[src/rtl/bev_pkg.sv]
package bev_pkg;
  // retirement class used to advance the window
  typedef enum logic [1:0] {
    WIN_INSN = 2'b00,
    WIN_BR   = 2'b01,
    WIN_RET  = 2'b10,
    WIN_IND  = 2'b11
  } win_sel_e;

  // event source feeding one event counter
  typedef enum logic [1:0] {
    SRC_MISP = 2'b00,
    SRC_BR   = 2'b01,
    SRC_RET  = 2'b10,
    SRC_IND  = 2'b11
  } ev_src_e;

  // picks one of four strobes by a 2-bit code
  function automatic logic pick4(input logic [1:0] code, input logic [3:0] strobes);
    return strobes[code];
  endfunction
endpackage

[src/rtl/bev_window.sv]
module bev_window #(
  parameter int WW = 10
) (
  input  logic          clk,
  input  logic          rst_n,
  input  logic          clr,
  input  logic          tick,
  input  logic [WW-1:0] size,
  output logic          win_end
);
  logic [WW-1:0] cnt;
  logic [WW:0]   cnt_inc;

  assign cnt_inc = {1'b0, cnt} + (WW+1)'(1);
  assign win_end = tick && (cnt_inc >= {1'b0, size});

  always_ff @(posedge clk or negedge rst_n) begin
    if (!rst_n)               cnt <= '0;
    else if (clr || win_end)  cnt <= '0;
    else if (tick)            cnt <= cnt_inc[WW-1:0];
  end


  win_restart_chk: assert property (@(posedge clk) disable iff (!rst_n)
    win_end |=> (cnt == '0));


  win_hold_chk: assert property (@(posedge clk) disable iff (!rst_n)
    (!tick && !clr) |=> $stable(cnt));
endmodule

[src/rtl/bev_evt_ctr.sv]
module bev_evt_ctr #(
  parameter int TW = 7
) (
  input  logic          clk,
  input  logic          rst_n,
  input  logic          clr,
  input  logic          inc,
  input  logic          run_clr,
  input  logic [TW-1:0] thresh,
  output logic          met
);
  localparam logic [TW-1:0] CNT_TOP = '1;

  logic [TW-1:0] cnt;
  logic [TW-1:0] cnt_nxt;

  function automatic logic [TW-1:0] sat_inc(input logic [TW-1:0] v);
    return (v == CNT_TOP) ? v : v + TW'(1);
  endfunction

  always_comb begin
    if (run_clr)   cnt_nxt = '0;
    else if (inc)  cnt_nxt = sat_inc(cnt);
    else           cnt_nxt = cnt;
  end

  assign met = (cnt_nxt >= thresh);

  always_ff @(posedge clk or negedge rst_n) begin
    if (!rst_n)    cnt <= '0;
    else if (clr)  cnt <= '0;
    else           cnt <= cnt_nxt;
  end


  ctr_clear_chk: assert property (@(posedge clk) disable iff (!rst_n)
    clr |=> (cnt == '0));


  ctr_sat_chk: assert property (@(posedge clk) disable iff (!rst_n)
    (cnt == CNT_TOP && inc && !run_clr && !clr) |=> (cnt == CNT_TOP));


  ctr_run_chk: assert property (@(posedge clk) disable iff (!rst_n)
    run_clr |=> (cnt == '0));
endmodule

[src/rtl/bev_thresh_mon.sv]
module bev_thresh_mon #(
  parameter int WW = 10,
  parameter int TW = 7,
  parameter int NC = 2
) (
  input  logic             clk,
  input  logic             rst_n,
  input  logic             ret_insn,
  input  logic             ret_br,
  input  logic             ret_ret,
  input  logic             ret_ind,
  input  logic             ret_misp,
  input  logic             guest_mode,
  input  logic             cfg_enable,
  input  logic             cfg_guest_dis,
  input  logic             cfg_freeze_en,
  input  logic             cfg_and_mode,
  input  logic             cfg_misp_run,
  input  logic [1:0]       cfg_win_sel,
  input  logic [WW-1:0]    cfg_win_size,
  input  logic [NC-1:0]    cfg_ctr_en,
  input  logic [2*NC-1:0]  cfg_ctr_src,
  input  logic [NC*TW-1:0] cfg_thresh,
  output logic             trip,
  output logic             freeze_req
);
  import bev_pkg::*;

  logic          active;
  logic          win_tick;
  logic          win_end;
  logic          cond;
  logic          trip_now;
  logic          run_brk;
  logic [NC-1:0] ctr_met;
  logic [NC-1:0] ctr_inc;
  logic [NC-1:0] ctr_run_clr;
  logic [NC-1:0] ctr_clr;

  function automatic logic combine(input logic [NC-1:0] en, input logic [NC-1:0] met,
                                   input logic and_m);
    if (en == '0) return 1'b0;
    if (and_m)    return ((met | ~en) == '1);
    return |(met & en);
  endfunction

  assign active   = cfg_enable && !(cfg_guest_dis && guest_mode);
  assign win_tick = active && pick4(cfg_win_sel, {ret_ind, ret_ret, ret_br, ret_insn});
  assign run_brk  = active && cfg_misp_run && ret_br && !ret_misp;
  assign cond     = combine(cfg_ctr_en, ctr_met, cfg_and_mode);
  assign trip_now = active && ret_insn && cond;

  bev_window #(.WW(WW)) u_win (
    .clk     (clk),
    .rst_n   (rst_n),
    .clr     (!cfg_enable || trip_now),
    .tick    (win_tick),
    .size    (cfg_win_size),
    .win_end (win_end)
  );

  for (genvar gi = 0; gi < NC; gi++) begin : g_ctr
    logic [1:0] src;
    assign src = cfg_ctr_src[2*gi +: 2];
    assign ctr_inc[gi] = active &&
                         pick4(src, {ret_ind, ret_ret, ret_br, ret_misp});
    assign ctr_run_clr[gi] = run_brk && (ev_src_e'(src) == SRC_MISP);
    assign ctr_clr[gi] = !cfg_enable || !cfg_ctr_en[gi] || trip_now || win_end;

    bev_evt_ctr #(.TW(TW)) u_ctr (
      .clk     (clk),
      .rst_n   (rst_n),
      .clr     (ctr_clr[gi]),
      .inc     (ctr_inc[gi]),
      .run_clr (ctr_run_clr[gi]),
      .thresh  (cfg_thresh[TW*gi +: TW]),
      .met     (ctr_met[gi])
    );
  end

  always_ff @(posedge clk or negedge rst_n) begin
    if (!rst_n) begin
      trip       <= 1'b0;
      freeze_req <= 1'b0;
    end else begin
      trip       <= trip_now;
      freeze_req <= trip_now && cfg_freeze_en;
    end
  end


  off_no_trip_chk: assert property (@(posedge clk) disable iff (!rst_n)
    !cfg_enable |=> !trip);


  guest_quiet_chk: assert property (@(posedge clk) disable iff (!rst_n)
    (cfg_guest_dis && guest_mode) |=> !trip);


  freeze_with_trip_chk: assert property (@(posedge clk) disable iff (!rst_n)
    freeze_req |-> trip);


  trip_on_insn_chk: assert property (@(posedge clk) disable iff (!rst_n)
    !ret_insn |=> !trip);


  none_enabled_chk: assert property (@(posedge clk) disable iff (!rst_n)
    (cfg_ctr_en == '0) |=> !trip);
endmodule

[config.mk]
export PLATFORM = sky130hd
export DESIGN_NAME = bev_thresh_mon
export DESIGN_NICKNAME = d
export VERILOG_FILES = /design/src/rtl/bev_pkg.sv /design/src/rtl/bev_window.sv /design/src/rtl/bev_evt_ctr.sv /design/src/rtl/bev_thresh_mon.sv
export SDC_FILE = /design/constraint.sdc
export NUM_CORES = 1
export LEC_CHECK = 0
export ABC_CLOCK_PERIOD_IN_PS = 6970
export BUFFER_PORTS_ARGS = -buffer_cell sky130_fd_sc_hd__buf_2
export CAP_MARGIN = 10
export CORE_ASPECT_RATIO = 1.25
export CORE_UTILIZATION = 60
export DETAILED_ROUTE_END_ITERATION = 10
export PLACE_DENSITY = 0.86
export SYNTH_ARGS = -nofsm -noshare
export SYNTH_HDL_FRONTEND = slang
export SYNTH_SLANG_ARGS = --single-unit
[constraint.sdc]
create_clock -name clk -period 6.97 [get_ports clk]
set_input_delay 0.3485 -clock clk [delete_from_list [all_inputs] [get_ports clk]]
set_output_delay 0.3485 -clock clk [all_outputs]
set_load 0.03 [all_outputs]
After elaboration in Yosys (flattened, before gate mapping):

Index checks and enable logic that the tools add are counted.

* output and inout bits: 2
* ROM bits: 0
* RAM bits: 0
* register bits: 26
* input port bits: 45
* memories kept: 0
* bits in latches: 0

* multipliers: 0
* reductions and logical operators: 32
* equal/unequal tests: 3
* add/sub/neg operators: 3
* shift operators: 0
* multiplexer cells: 23
* magnitude comparators: 6
* divide/modulo/power cells: 0
* bitwise operators: 3

Operators with widths (count)
* $mux W7: 8
* $mux W10: 2
* $add A7 B1 Y7 const B: 2
* $eq A7 B7 Y1 const B: 2
* $ge A7 B7 Y1: 2
* $logic_and A1 B1 Y1: 14
* $add A10 B1 Y11 const B: 1
* $ge A11 B10 Y1: 1
* $mux W1: 10
* $lt A2 B3 Y1 const B: 3
* $logic_or A1 B1 Y1: 8
* $bmux W1 S2: 3
* $logic_not A2 Y1: 3
* $logic_not A1 Y1: 5
* $and A2 B2 Y2: 1
* $eq A2 B2 Y1 const B: 1
* $not A2 Y2: 1
* $or A2 B2 Y2: 1
* $reduce_bool A2 Y1: 1
* $reduce_or A2 Y1: 1

Depth between registers and ports, before layout:

Gate-level depths: netlist of run 1.

* word-level depth: 18
* depth in mapped cells: 14
* mapped depth without buffers: 13

Modules after synthesis:

Synthesis of run 1 repeated with hierarchy kept, for this count alone.

* cells, all modules: 267
* area total of the unflattened synthesis: 2301.0 um^2

Modules (own cells, without submodules)
* bev_evt_ctr: times used 2, cells an instance 64, area an instance 543.0 um^2
* bev_window: times used 1, cells an instance 115, area an instance 963.4 um^2
* bev_thresh_mon: times used 1, cells an instance 24, area an instance 251.5 um^2

Worst setup path after synthesis of run 1:

Ideal clock, no wire load.

* path type: register to register
* start point: register g_ctr[1].u_ctr.cnt[0]
* end point: register g_ctr[0].u_ctr.cnt[5]
* clock period less this slack: 2.977 ns
* path slack: 3.993 ns
* data arrival time: 2.882 ns
* required time: 6.875 ns
* cell stages (with the launch flop): 14
* setup time: 0.095 ns
* path through: dfrtp_1 > ha_1 > nand4_1 > o211ai_4 > or3_1 > a21oi_1 > ha_1 > a21o_1 > a31oi_1 > o21ai_0 > o2111ai_1 > o22ai_2 > buf_4 > nor4b_2

* cells in the longest elaborated chain, start to end: 14

Ends and longest elaborated chain
* from (decl): line bev_evt_ctr.sv:14 `logic [TW-1:0] cnt;`
* from (signal assigned): line bev_evt_ctr.sv:32 `else cnt <= cnt_nxt;`
* $add A7 B1 Y7 or $eq A7 B7 Y1 (tied branches): line bev_evt_ctr.sv:18 `return (v == CNT_TOP) ? v : v + TW'(1);`
* $mux W7: line bev_evt_ctr.sv:18
* $mux W7 (*): line bev_evt_ctr.sv:23 `else if (inc) cnt_nxt = sat_inc(cnt);`
* $mux W7 (*): line bev_evt_ctr.sv:22 `if (run_clr) cnt_nxt = '0;`
* $ge A7 B7 Y1 (*): line bev_evt_ctr.sv:27 `assign met = (cnt_nxt >= thresh);`
* $or A2 B2 Y2: line bev_thresh_mon.sv:43 `if (and_m) return ((met | ~en) == '1);`
* $eq A2 B2 Y1: line bev_thresh_mon.sv:43
* $mux W1: line bev_thresh_mon.sv:43
* $mux W1 (*): line bev_thresh_mon.sv:44 `return |(met & en);`
* $mux W1 (*): line bev_thresh_mon.sv:43
* $logic_and A1 B1 Y1 (*): line bev_thresh_mon.sv:51 `assign trip_now = active && ret_insn && cond;`
* net trip_now: line bev_thresh_mon.sv:33 `logic trip_now;`
* $logic_or A1 B1 Y1 (*) (2 in a row): line bev_thresh_mon.sv:68 `assign ctr_clr[gi] = !cfg_enable || !cfg_ctr_en[gi] || trip_now || win_end;`
* $mux W7 (*): line bev_evt_ctr.sv:31 `else if (clr) cnt <= '0;`
* to (signal assigned): line bev_evt_ctr.sv:32
* to (decl): line bev_evt_ctr.sv:14

Mark *: on every way through the listed nets, which the timed path passes. The rest lies on a longest branch.
A chain may end at the register's enable or synchronous reset.

Worst setup path in the final report of run 1:

* start point: register g_ctr[1].u_ctr.cnt[0]
* end point: register u_win.cnt[8]

* cells in the longest elaborated chain, start to end: 14

Ends and longest elaborated chain
* $add A7 B1 Y7 or $eq A7 B7 Y1 (tied branches): line bev_evt_ctr.sv:18
* $mux W7: line bev_evt_ctr.sv:18
* $mux W7 (*): line bev_evt_ctr.sv:23
* $mux W7 (*): line bev_evt_ctr.sv:22
* $ge A7 B7 Y1 (*): line bev_evt_ctr.sv:27
* $or A2 B2 Y2: line bev_thresh_mon.sv:43
* $eq A2 B2 Y1: line bev_thresh_mon.sv:43
* $mux W1: line bev_thresh_mon.sv:43
* $mux W1 (*): line bev_thresh_mon.sv:44
* $mux W1 (*): line bev_thresh_mon.sv:43
* $logic_and A1 B1 Y1 (*): line bev_thresh_mon.sv:51
* $logic_or A1 B1 Y1 (*): line bev_thresh_mon.sv:56 `.clr (!cfg_enable || trip_now),`
* $logic_or A1 B1 Y1 (*): line bev_window.sv:19 `else if (clr || win_end) cnt <= '0;`
* $mux W10 or $reduce_bool A2 Y1 (tied branches)
* to (signal assigned): line bev_window.sv:20 `else if (tick) cnt <= cnt_inc[WW-1:0];`
* to (decl): line bev_window.sv:11 `logic [WW-1:0] cnt;`

Mark *: on every way between the ends. The rest lies on a longest branch, timed or not.

==> out/results.tsv, run 1 <==
stage	metric	value	unit
synthesis	synth.cell_area	2409	um2
timing	setup_tns	0	ps
global_route	grt_pass1_wl	8411	um
timing	fmax	0.2838	GHz
critical_path	end_kind	flip-flop	
timing	finalSetupViolations	0	
synthesis	ys_warn_count	0	
timing	slew_violations	0	
timing	max-slew-margin-rel	0.3687	
floorplanning	rows	25	
drt	vias	2156	
synthesis	avgSynthCellArea	8.823	um2
drt	wl_per_cell	13.79	um
floorplanning	die_area	4273	um2
floorplanning	start_util	0.6311	
drt	vias_per_cell	5.859	
synthesis	synthCells	273	
critical_path	critPathKind	reg -> reg	
clocking	numClockSinks	26	
synthesis	ys.flop_type	dfrtp_1	
synthesis	yosys-top-cells-area	dfrtp_1 (27%), ha_1 (14%), nand2_1 (4.4%)	
drt	antenna_violating_nets_post_route	0	
job	drv_cap	0	
clocking	cts-resized-gates	0	
clocking	htree_levels	1	
place	gp_congestion	0.8014	
floorplanning	die_h	72.84	um
final_layout	fillers	325	
critical_path	crit_path_start	g_ctr[1].u_ctr.cnt[0]	
floorplanning	io_pins	47	
place	hpwlAfterDp	4018	um
global_route	grt_pass1_vias	2000	
timing	final_hold_viol_count	0	
synthesis	ys_async_sr_fraction	1.000	
timing	period_minus_slack	3524	ps
critical_path	cp_data_required_time	7140	ps
final_layout	regArea	650.6	um2
final_layout	nets	387	
synthesis	synth_fp_nets	345	
clocking	cts_tree	yes	
clocking	numCtsBuffers	3	
min_path	hp-class	in -> async	
place	place_ws	3411	ps
critical_path	timing.rr.start	g_ctr[1].u_ctr.cnt[0]	
place	dpl_cell_area	2656	um2
clocking	cts_root_buf	clkbuf_8	
drt	drcViolationCount	0	
floorplanning	coreArea	3816	um2
place	io_buffers	46	
timing	rsz0062_at_grt	no	
floorplanning	fp.dieW	58.67	um
timing	skew	1.471	ps
final_layout	diodes	0	
power	finalPower	0.0003069	W
clocking	post_cts_buffers	0	
drt	wirelength	5075	um
timing	fin_crit_sh	0.5056	
final_layout	area_growth	12.57	%
final_layout	layout-drive-gt1-share	0.2357	
critical_path	cp-start-kind	flip-flop	
power	power.density	113.2	nW/um2
synthesis	synthDistinctLibCells	58	
timing	fin_ws	3446	ps
final_layout	multiInputGateArea	1610	um2
global_route	antenna_found_initial	0	
synthesis	synth_area_leader_cell	dfrtp_1	
synthesis	synth_seq_cells	26	
drt	firstDrtPassIters	4	
power	leakagePower	1.346	nW
clocking	cts_buffer_depth	2	
synthesis	yosysMostFrequentCell	nand2_1	
global_route	grt_usage	0.2567	
critical_path	path_max_fanout	9	
final_layout	design_area	2711	um2
critical_path	arrival	3690	ps
timing	whs	60.19	ps
synthesis	yosys-top-cells-count	nand2_1 (28), ha_1 (27), dfrtp_1 (26), inv_1 (26)	
clocking	cts_hold_buf	0	
clocking	clkTransAtPathRegs	90	ps
clocking	clk_latency	270	ps
synthesis	synth_edf_count	0	
synthesis	synth-seq-area-share	0.2701	
drt	initialDrtViolationCount	68	
global_route	grt-ovfl-total	0	
power	ir_drop	93.24	uV
timing	worst_pin_slew	946.9	ps
synthesis	yosysTopAreaCellShare	0.2701	
global_route	grt_max_degree	27	
run_status	outcome	finished clean	
==> registers in the layout, indices dropped and copies added, names as in the netlist <==
register / count
g_ctr.u_ctr.cnt: 14
u_win.cnt: 10
freeze_req: 1
trip: 1
==> per-layer routing <==
metal,track usage,share of wire
met2,0.4674,0.51
met1,0.3115,0.42
met5,0,0
met4,0.08995,0.020
met3,0.02660,0.047
==> layout by cell type (no fill, tap or decap), types with 4 or more instances in the layout <==
cell	n
a21o_1	4
a21oi_1	13
a31oi_1	7
and2_1	4
buf_2	46
clkbuf_8	4
dfrtp_1	26
ha_1	27
inv_1	26
nand2_1	28
nand2b_1	5
nand3_1	13
nor2_1	12
nor2b_1	4
nor3_1	11
nor3_2	6
nor4b_1	4
o21ai_0	9
xnor2_1	9
xor2_1	4
==> worst max-delay path: stages (launching register included) <==
cell and delay, ps:
dfrtp_1 430, ha_1 250, nand4_1 190, o211ai_4 160, or3_1 350, a21oi_1 200, ha_1 280, a21o_1 180
a31oi_1 140, o21ai_0 110, o2111ai_1 310, o221ai_1 490, a31oi_1 350
==> where the power goes <==
group	internal [W]	switching, W
logic	0.0000250	0.0000326
clock network	0.0000505	0.0000454
registers	0.000152	0.00000145
==> final timing paths <==
kind	slack [ps]	to	cells past startpoint
worst max-delay path	3450	u_win.cnt[8]	12
worst max register to register	3450	u_win.cnt[8]	12
max in group asynchronous	6540	u_win.cnt[5]	1
worst min register to register	610	u_win.cnt[0]	2
min in group clk	290	freeze_req	2
worst min-delay path	60	g_ctr[1].u_ctr.cnt[1]	1
==> metrics by stage <==
| step | cells | utilization |
|---|---|---|
| 4_1_cts | 368 | 0.7105 |
| 2_1_floorplan | 273 | - |
| 3_3_place_gp | 364 | 0.6961 |
| 6_report | 368 | 0.7105 |
| 5_1_grt | 368 | 0.7105 |
| 3_5_place_dp | 364 | 0.6961 |
==> logic make-up after synthesis <==
kind of cell | count (synthesis) | share of synthesized area
AO/OA/AOI/OAI | 54 | 0.1642
XOR/XNOR | 13 | 0.04727
adder cells (fa/ha/maj) | 27 | 0.1403
buffers and inverters | 35 | 0.06129
flip-flops | 26 | 0.2701
multiplexers | 4 | 0.03221
AND/OR/NAND/NOR | 114 | 0.2847
==> final cells by class <==
type,count,area share
tap,54,0.02492
multi-input combinational,212,0.5939
clock buffer,4,0.02030
inverter,26,0.03599
timing repair buffer,46,0.08491
sequential,26,0.2400
Note: power is estimated with default switching activity, not from simulation.
==> run 2: changes to the inputs <==
Settings changed: ABC_CLOCK_PERIOD_IN_PS 6970 to 3600, CORE_UTILIZATION 60 to 56, PLACE_DENSITY 0.86 to 0.81.
Clock period 6.97 ns to 3.6 ns, I/O delays scaled along.
==> run 2 against run 1 <==
Net effect:
- via count down 1.2%
- hold slack better by 52 ps
- power up 88%
- wire length up 1.7%
- clock skew up 2.9 ps
- combinational power up 96%
- register-to-register slack worse by 3200 ps
- design area up 0.51%
- largest cell class unchanged
==> out/results.tsv, run 2 (synthesis gave the netlist of run 1 again) <==
stage	metric	value	unit	change
critical_path	slowest_stage	o22ai_2		
drt	drcViolationCount	0		unchanged
place	hpwlAfterDp	4045	um	+0.67%
power	power.density	212.2	nW/um2	+88%
critical_path	cp-start-kind	flip-flop		
critical_path	critical_path_buf_inv_count	0		unchanged
floorplanning	rows	26		+4.0%
global_route	antenna_found_initial	0		unchanged
floorplanning	coreArea	4099	um2	+7.4%
final_layout	layout-drive-gt1-share	0.2373		+0.001673
min_path	hp-class	in -> reg		
global_route	grt_max_degree	27		unchanged
timing	fmax	0.2947	GHz	+3.8%
critical_path	cpLargestDelayFamily	compound AO/OA/AOI/OAI gates		
clocking	cts_buffer_depth	2		unchanged
timing	final_hold_viol_count	0		unchanged
clocking	clk_latency	270	ps	about the same
critical_path	cp_data_required_time	3770	ps	-3370 ps
final_layout	area_growth	13.14	%	
clocking	htree_levels	1		unchanged
floorplanning	start_util	0.5876		-0.04354
timing	finalSetupViolations	0		unchanged
global_route	grt_pass1_vias	2036		+1.8%
power	ir_drop	113.6	uV	+22%
clocking	cts_root_buf	clkbuf_8		
drt	wirelength	5159	um	+1.7%
drt	firstDrtPassIters	4		unchanged
floorplanning	io_pins	47		unchanged
clocking	cts_tree	yes		
floorplanning	fp.dieW	60.66	um	+3.4%
global_route	grt_usage	0.2461		-0.01067
timing	period_minus_slack	3393	ps	-130.6 ps
final_layout	fillers	357		+9.8%
clocking	numCtsBuffers	3		unchanged
clocking	numClockSinks	26		unchanged
place	io_buffers	46		unchanged
drt	antenna_violating_nets_post_route	0		unchanged
floorplanning	die_h	75.33	um	+3.4%
drt	highest_layer	met4		
drt	wl_per_cell	13.87	um	+0.56%
timing	worst_pin_slew	853.8	ps	-93.05 ps
critical_path	cp_slowest_stage_delay	700	ps	+210 ps
place	gp_congestion	0.8799		+9.8%
final_layout	regMostFlops	g_ctr.u_ctr.cnt		
critical_path	end_kind	flip-flop		
final_layout	design_area	2725	um2	+0.51%
timing	slew_violations	0		unchanged
critical_path	path_max_fanout	17		+8
clocking	clkTransAtPathRegs	90	ps	about the same
final_layout	diodes	0		unchanged
run_status	outcome	finished clean		
timing	skew	4.327	ps	+2.856 ps
floorplanning	die_area	4569	um2	+6.9%
final_layout	layout_commonest_cell	buf_2		
power	finalPower	0.0005784	W	+88%
drt	vias	2131		-1.2%
final_layout	nets	390		+0.78%
clocking	post_cts_buffers	0		unchanged
drt	vias_per_cell	5.728		-2.2%
power	leakagePower	1.352	nW	+0.41%
critical_path	arrival	3570	ps	-120 ps
global_route	grt-ovfl-total	0		unchanged
drt	met3_length	192	um	-20%
critical_path	crit_chain	ha_1 -> nand4_1 -> o211ai_4 -> nor3_2 -> xnor2_1 -> nor2_2 -> ha_1 -> nand4_1 -> o21ai_0 -> o2111ai_1 -> o22ai_2 -> and4bb_1		
global_route	grt_pass1_wl	8355	um	-0.67%
critical_path	critPathKind	reg -> reg		
final_layout	final_core_utilization	0.6648		-0.04566
timing	rsz0062_at_grt	yes		
final_layout	largest_register_ff_count	14		unchanged
drt	initialDrtViolationCount	55		-19%
clocking	cts-resized-gates	0		unchanged
job	drv_cap	0		unchanged
final_layout	final_cell_mix	buf_2 (46), nand2_1 (28), ha_1 (27), inv_1 (26), dfrtp_1 (26)		
drt	wl_met1	2164	um	+0.70%
drt	met2WireLength	2737	um	+6.0%
timing	fin_crit_sh	0.9425		+0.4370
place	dpl_cell_area	2674	um2	+0.66%
timing	max-slew-margin-rel	0.4308		+0.06203
final_layout	reg.largest.list	g_ctr.u_ctr.cnt (14), u_win.cnt (10)		
[run 2: cell count changes in the layout (fill, tap and decap cells not counted), sizes merged]
cell,change
dlygate4sd3,+1
clkbuf,-1
buf,+2
[run 2: repair_timing]
action / 4_1_cts / 5_1_grt
hold buffers: 1 / 0
hold endpoints to repair: 26 / 0
setup endpoints to repair: 0 / 6
[run 2: cell type report]
class                      count  area, um2  share of cell area
inverter                      26      97.59             0.03581
timing repair buffer          49      255.2             0.09366
tap                           56      70.07             0.02571
multi-input combinational    212       1610              0.5909
sequential                    26      650.6              0.2388
clock buffer                   3      41.29             0.01515
[run 2: through the flow]
step	worst slack (ps)	instances	hold slack, ps	TNS (ps)
after floorplan	622.8	273	-115.6	0
after global placement	171.3	368	221.3	0
after detailed placement	148.5	368	220.9	0
after CTS	226.4	372	112.1	0
after global routing	-44.49	372	119.3	-101.6
final	206.8	372	112.3	0
[run 2: worst paths after layout]
kind,startpoint,end,slack (ps),depth (start not counted)
min in group asynchronous,rst_n,g_ctr[1].u_ctr.cnt[1],430,2
setup reg to reg,g_ctr[1].u_ctr.cnt[0],g_ctr[1].u_ctr.cnt[3],210,12
max in group asynchronous,rst_n,u_win.cnt[4],2780,2
hold reg to reg,u_win.cnt[1],u_win.cnt[1],610,2
setup / recovery,g_ctr[1].u_ctr.cnt[0],g_ctr[1].u_ctr.cnt[3],210,12
hold / removal,cfg_freeze_en,freeze_req,110,2
[run 2: power breakdown]
| part | internal [W] | switching [W] |
|---|---|---|
| combinational | 0.0000503 | 0.0000630 |
| clock | 0.0000752 | 0.0000926 |
| sequential | 0.000294 | 0.00000306 |
| total | 0.000420 | 0.000159 |
[run 2: worst reg2reg max path, delay by kind of cell (launching register included)]
kind,cells,cell delay (ps)
fa+ha+maj,2,540
compound gates,4,1430
flops,1,410
xor+xnor,1,190
simple gates,5,720
[run 2: layer usage]
metal,vias to the layer above,GRT usage
met4,0,0.1061
met2,56,0.4676
met1,994,0.2664
met5,-,0
li1,1076,-
met3,5,0.03565
==> run 3: changes to the inputs <==
Settings changed: ABC_AREA from default to 1, CAP_MARGIN 10 to 20, PLACE_DENSITY 0.81 to 0.8.
==> run 3 against run 2 <==
Net effect:
- synthesized cell count increased by 38%
- sequential share of layout area decreased by 1.1 points
- register-to-register slack improved by 460 ps
- global-route usage decreased by 0.31 points
- first-iteration DRC count increased by 75%
- non-clock buffer count decreased by 2
- highest routed layer unchanged
- clock-buffer cell count increased by 1
- clock skew decreased by 2.6 ps
- setup slack improved by 460 ps
- flip-flop and latch count unchanged
- largest cell class unchanged
- die area increased by 3.4%
==> out/results.tsv, run 3 <==
stage	metric	value	unit	change
critical_path	cp_common_cell	nand2_1		
final_layout	final_cell_mix	nand2_1 (94), inv_1 (87), buf_2 (46), nor2_1 (45), ha_1 (27)		
final_layout	layout-drive-gt1-share	0.1729		-0.06444
drt	vias_per_cell	4.818		-16%
synthesis	ys.flop_type	dfrtp_1		
critical_path	arrival	3140	ps	-430 ps
critical_path	critical_path_buf_inv_count	3		+3
clocking	cts_root_buf	clkbuf_8		
clocking	cts_buffer_depth	2		unchanged
clocking	numCtsBuffers	3		unchanged
timing	max-slew-margin-rel	0.6300		+0.1993
global_route	grt_pass1_wl	8825	um	+5.6%
place	gp_congestion	0.9202		+4.6%
critical_path	cpLargestDelayFamily	simple AND/OR/NAND/NOR gates		
drt	wirelength	5131	um	-0.54%
floorplanning	die_h	76.59	um	+1.7%
synthesis	ys_async_sr_fraction	1.000		unchanged
timing	rsz0062_at_grt	no		
critical_path	slowest_stage	dfrtp_1		
clocking	clkTransAtPathRegs	80	ps	about the same
final_layout	area_growth	14.46	%	
timing	final_hold_viol_count	0		unchanged
drt	met3_length	239	um	+24%
synthesis	yosysTopAreaCellShare	0.2610		-0.009086
synthesis	synth.cell_area	2492	um2	+3.5%
power	leakagePower	1.786	nW	+32%
floorplanning	io_pins	47		unchanged
floorplanning	die_area	4723	um2	+3.4%
critical_path	critPathKind	reg -> reg		
synthesis	ys_warn_count	0		unchanged
global_route	grt_max_degree	27		unchanged
global_route	antenna_found_initial	0		unchanged
final_layout	layout_commonest_cell	nand2_1		
clocking	numClockSinks	26		unchanged
synthesis	synth_edf_count	0		unchanged
clocking	cts_hold_buf	1		unchanged
place	hpwlAfterDp	4399	um	+8.8%
synthesis	synth_area_leader_cell	dfrtp_1		
place	dpl_cell_area	2788	um2	+4.3%
synthesis	yosys-top-cells-area	dfrtp_1 (26%), nand2_1 (14%), ha_1 (14%)		
drt	highest_layer	met4		
timing	period_minus_slack	2938	ps	-455.2 ps
drt	initialDrtViolationCount	96		+75%
final_layout	regArea	650.6	um2	unchanged
drt	met2WireLength	2611	um	-4.6%
timing	fin_ws	662.0	ps	+455.2 ps
floorplanning	coreArea	4164	um2	+1.6%
global_route	grt-ovfl-total	0		unchanged
drt	drcViolationCount	0		unchanged
power	ir_drop	150.6	uV	+33%
synthesis	synthDistinctLibCells	30		-48%
job	drv_cap	0		unchanged
critical_path	cp_data_required_time	3800	ps	+30 ps
global_route	grt_pass1_vias	2284		+12%
synthesis	yosys-top-cells-count	nand2_1 (94), inv_1 (87), nor2_1 (45)		
drt	vias	2332		+9.4%
final_layout	regMostFlops	g_ctr.u_ctr.cnt		
final_layout	diodes	0		unchanged
timing	worst_pin_slew	555.0	ps	-298.9 ps
synthesis	synth_fp_nets	450		+30%
critical_path	path_max_fanout	10		-7
drt	antenna_violating_nets_post_route	0		unchanged
final_layout	reg.largest.list	g_ctr.u_ctr.cnt (14), u_win.cnt (10)		
timing	finalSetupViolations	0		unchanged
drt	wl_per_cell	10.60	um	-24%
timing	setup_tns	0	ps	unchanged
floorplanning	rows	26		unchanged
timing	skew	1.710	ps	-2.617 ps
timing	fmax	0.3404	GHz	+15%
final_layout	fillers	405		+13%
synthesis	avgSynthCellArea	6.594	um2	-25%
synthesis	synth_seq_cells	26		unchanged
final_layout	largest_register_ff_count	14		unchanged
timing	fin_crit_sh	0.8161		-0.1264
place	io_buffers	46		unchanged
clocking	cts-resized-gates	0		unchanged
drt	firstDrtPassIters	4		unchanged
critical_path	cp_slowest_stage_delay	410	ps	-290 ps
critical_path	end_kind	flip-flop		
timing	slew_violations	0		unchanged
critical_path	cp-start-kind	flip-flop		
clocking	post_cts_buffers	0		unchanged
synthesis	synthCells	378		+38%
clocking	clk_latency	270	ps	about the same
run_status	outcome	finished clean		
power	finalPower	0.0006396	W	+11%
synthesis	yosysMostFrequentCell	nand2_1		
floorplanning	start_util	0.5986		+0.01095
final_layout	final_core_utilization	0.6851		+0.02026
global_route	grt_usage	0.2430		-0.003056
place	place_ws	687.3	ps	+538.8 ps
critical_path	crit_chain	ha_1 -> inv_1 -> nor2_1 -> nand3_1 -> nor2_1 -> nor2_2 -> inv_2 -> nand2_1 -> o211ai_1 -> inv_1 -> ha_1 -> nand3_1 -> nand2_1 -> o21ai_0 -> nand3_1 -> nand2_1 -> nand2_1 -> nand3_2 -> nand3_2 -> nor2_1		
floorplanning	fp.dieW	61.67	um	+1.7%
final_layout	design_area	2853	um2	+4.7%
clocking	htree_levels	1		unchanged
drt	wl_met1	2156	um	-0.37%
power	power.density	224.2	nW/um2	+5.6%
min_path	hp-class	in -> reg		
synthesis	synth-seq-area-share	0.2610		-0.009086
clocking	cts_tree	yes		
final_layout	multiInputGateArea	1503	um2	-6.7%
final_layout	nets	501		+28%
run 3: changes by cell type in the layout (fill, tap and decap cells not counted), moves of 5 or more:
cell,before,now
xor2_1,4,14
nand2b_1,5,0
a31oi_1,7,0
nor3_2,6,1
xnor2_1,9,1
nor2_1,12,45
o211ai_1,1,6
nor3_1,11,2
inv_1,26,87
nand2_1,28,94
nand3_1,13,19
run 3: through the flow:
step | cells | hold slack (ps)
after floorplan | 378 | -115.6
after global placement | 479 | 194.9
after detailed placement | 479 | 200.8
after CTS | 484 | 136.0
after global routing | 484 | 150.3
final | 484 | 139.6
run 3: metal layers:
layer	vias up	track usage
li1	1255	-
met1	1003	0.2616
met2	61	0.4441
met3	13	0.03735
met4	0	0.1000
met5	-	0
run 3: path summary, 6_finish.rpt:
check,from,to,slack (ps),cells after the start
hold / removal,cfg_freeze_en,freeze_req,140,3
setup reg to reg,g_ctr[1].u_ctr.cnt[0],u_win.cnt[0],660,20
min in group asynchronous,rst_n,g_ctr[1].u_ctr.cnt[0],450,2
hold reg to reg,u_win.cnt[7],u_win.cnt[7],620,2
max in group asynchronous,rst_n,g_ctr[0].u_ctr.cnt[3],2780,2
setup / recovery,g_ctr[1].u_ctr.cnt[0],u_win.cnt[0],660,20
run 3: area by class of cell:
class                   count  area share
multi-input cells         262      0.5268
flip-flops and latches     26      0.2281
inverters                  89      0.1171
repair buffers             47     0.08421
well taps                  56     0.02456
clock buffers               4     0.01930
run 3: cells by family after synthesis:
group                    share of synthesized area
buffers and inverters                       0.1360
XOR/XNOR                                   0.05271
adder cells (fa/ha/maj)                     0.1355
AO/OA/AOI/OAI                              0.08584
AND/OR/NAND/NOR                             0.3288
flip-flops                                  0.2610
run 3: power breakdown:
part           internal, W  switching [W]
clock            0.0000978      0.0000874
sequential        0.000297     0.00000499
combinational    0.0000612      0.0000916
run 3: worst min-delay path, cell delays in order:
cell    delay, ps
buf_2          90
inv_1          60
nor2_1         40
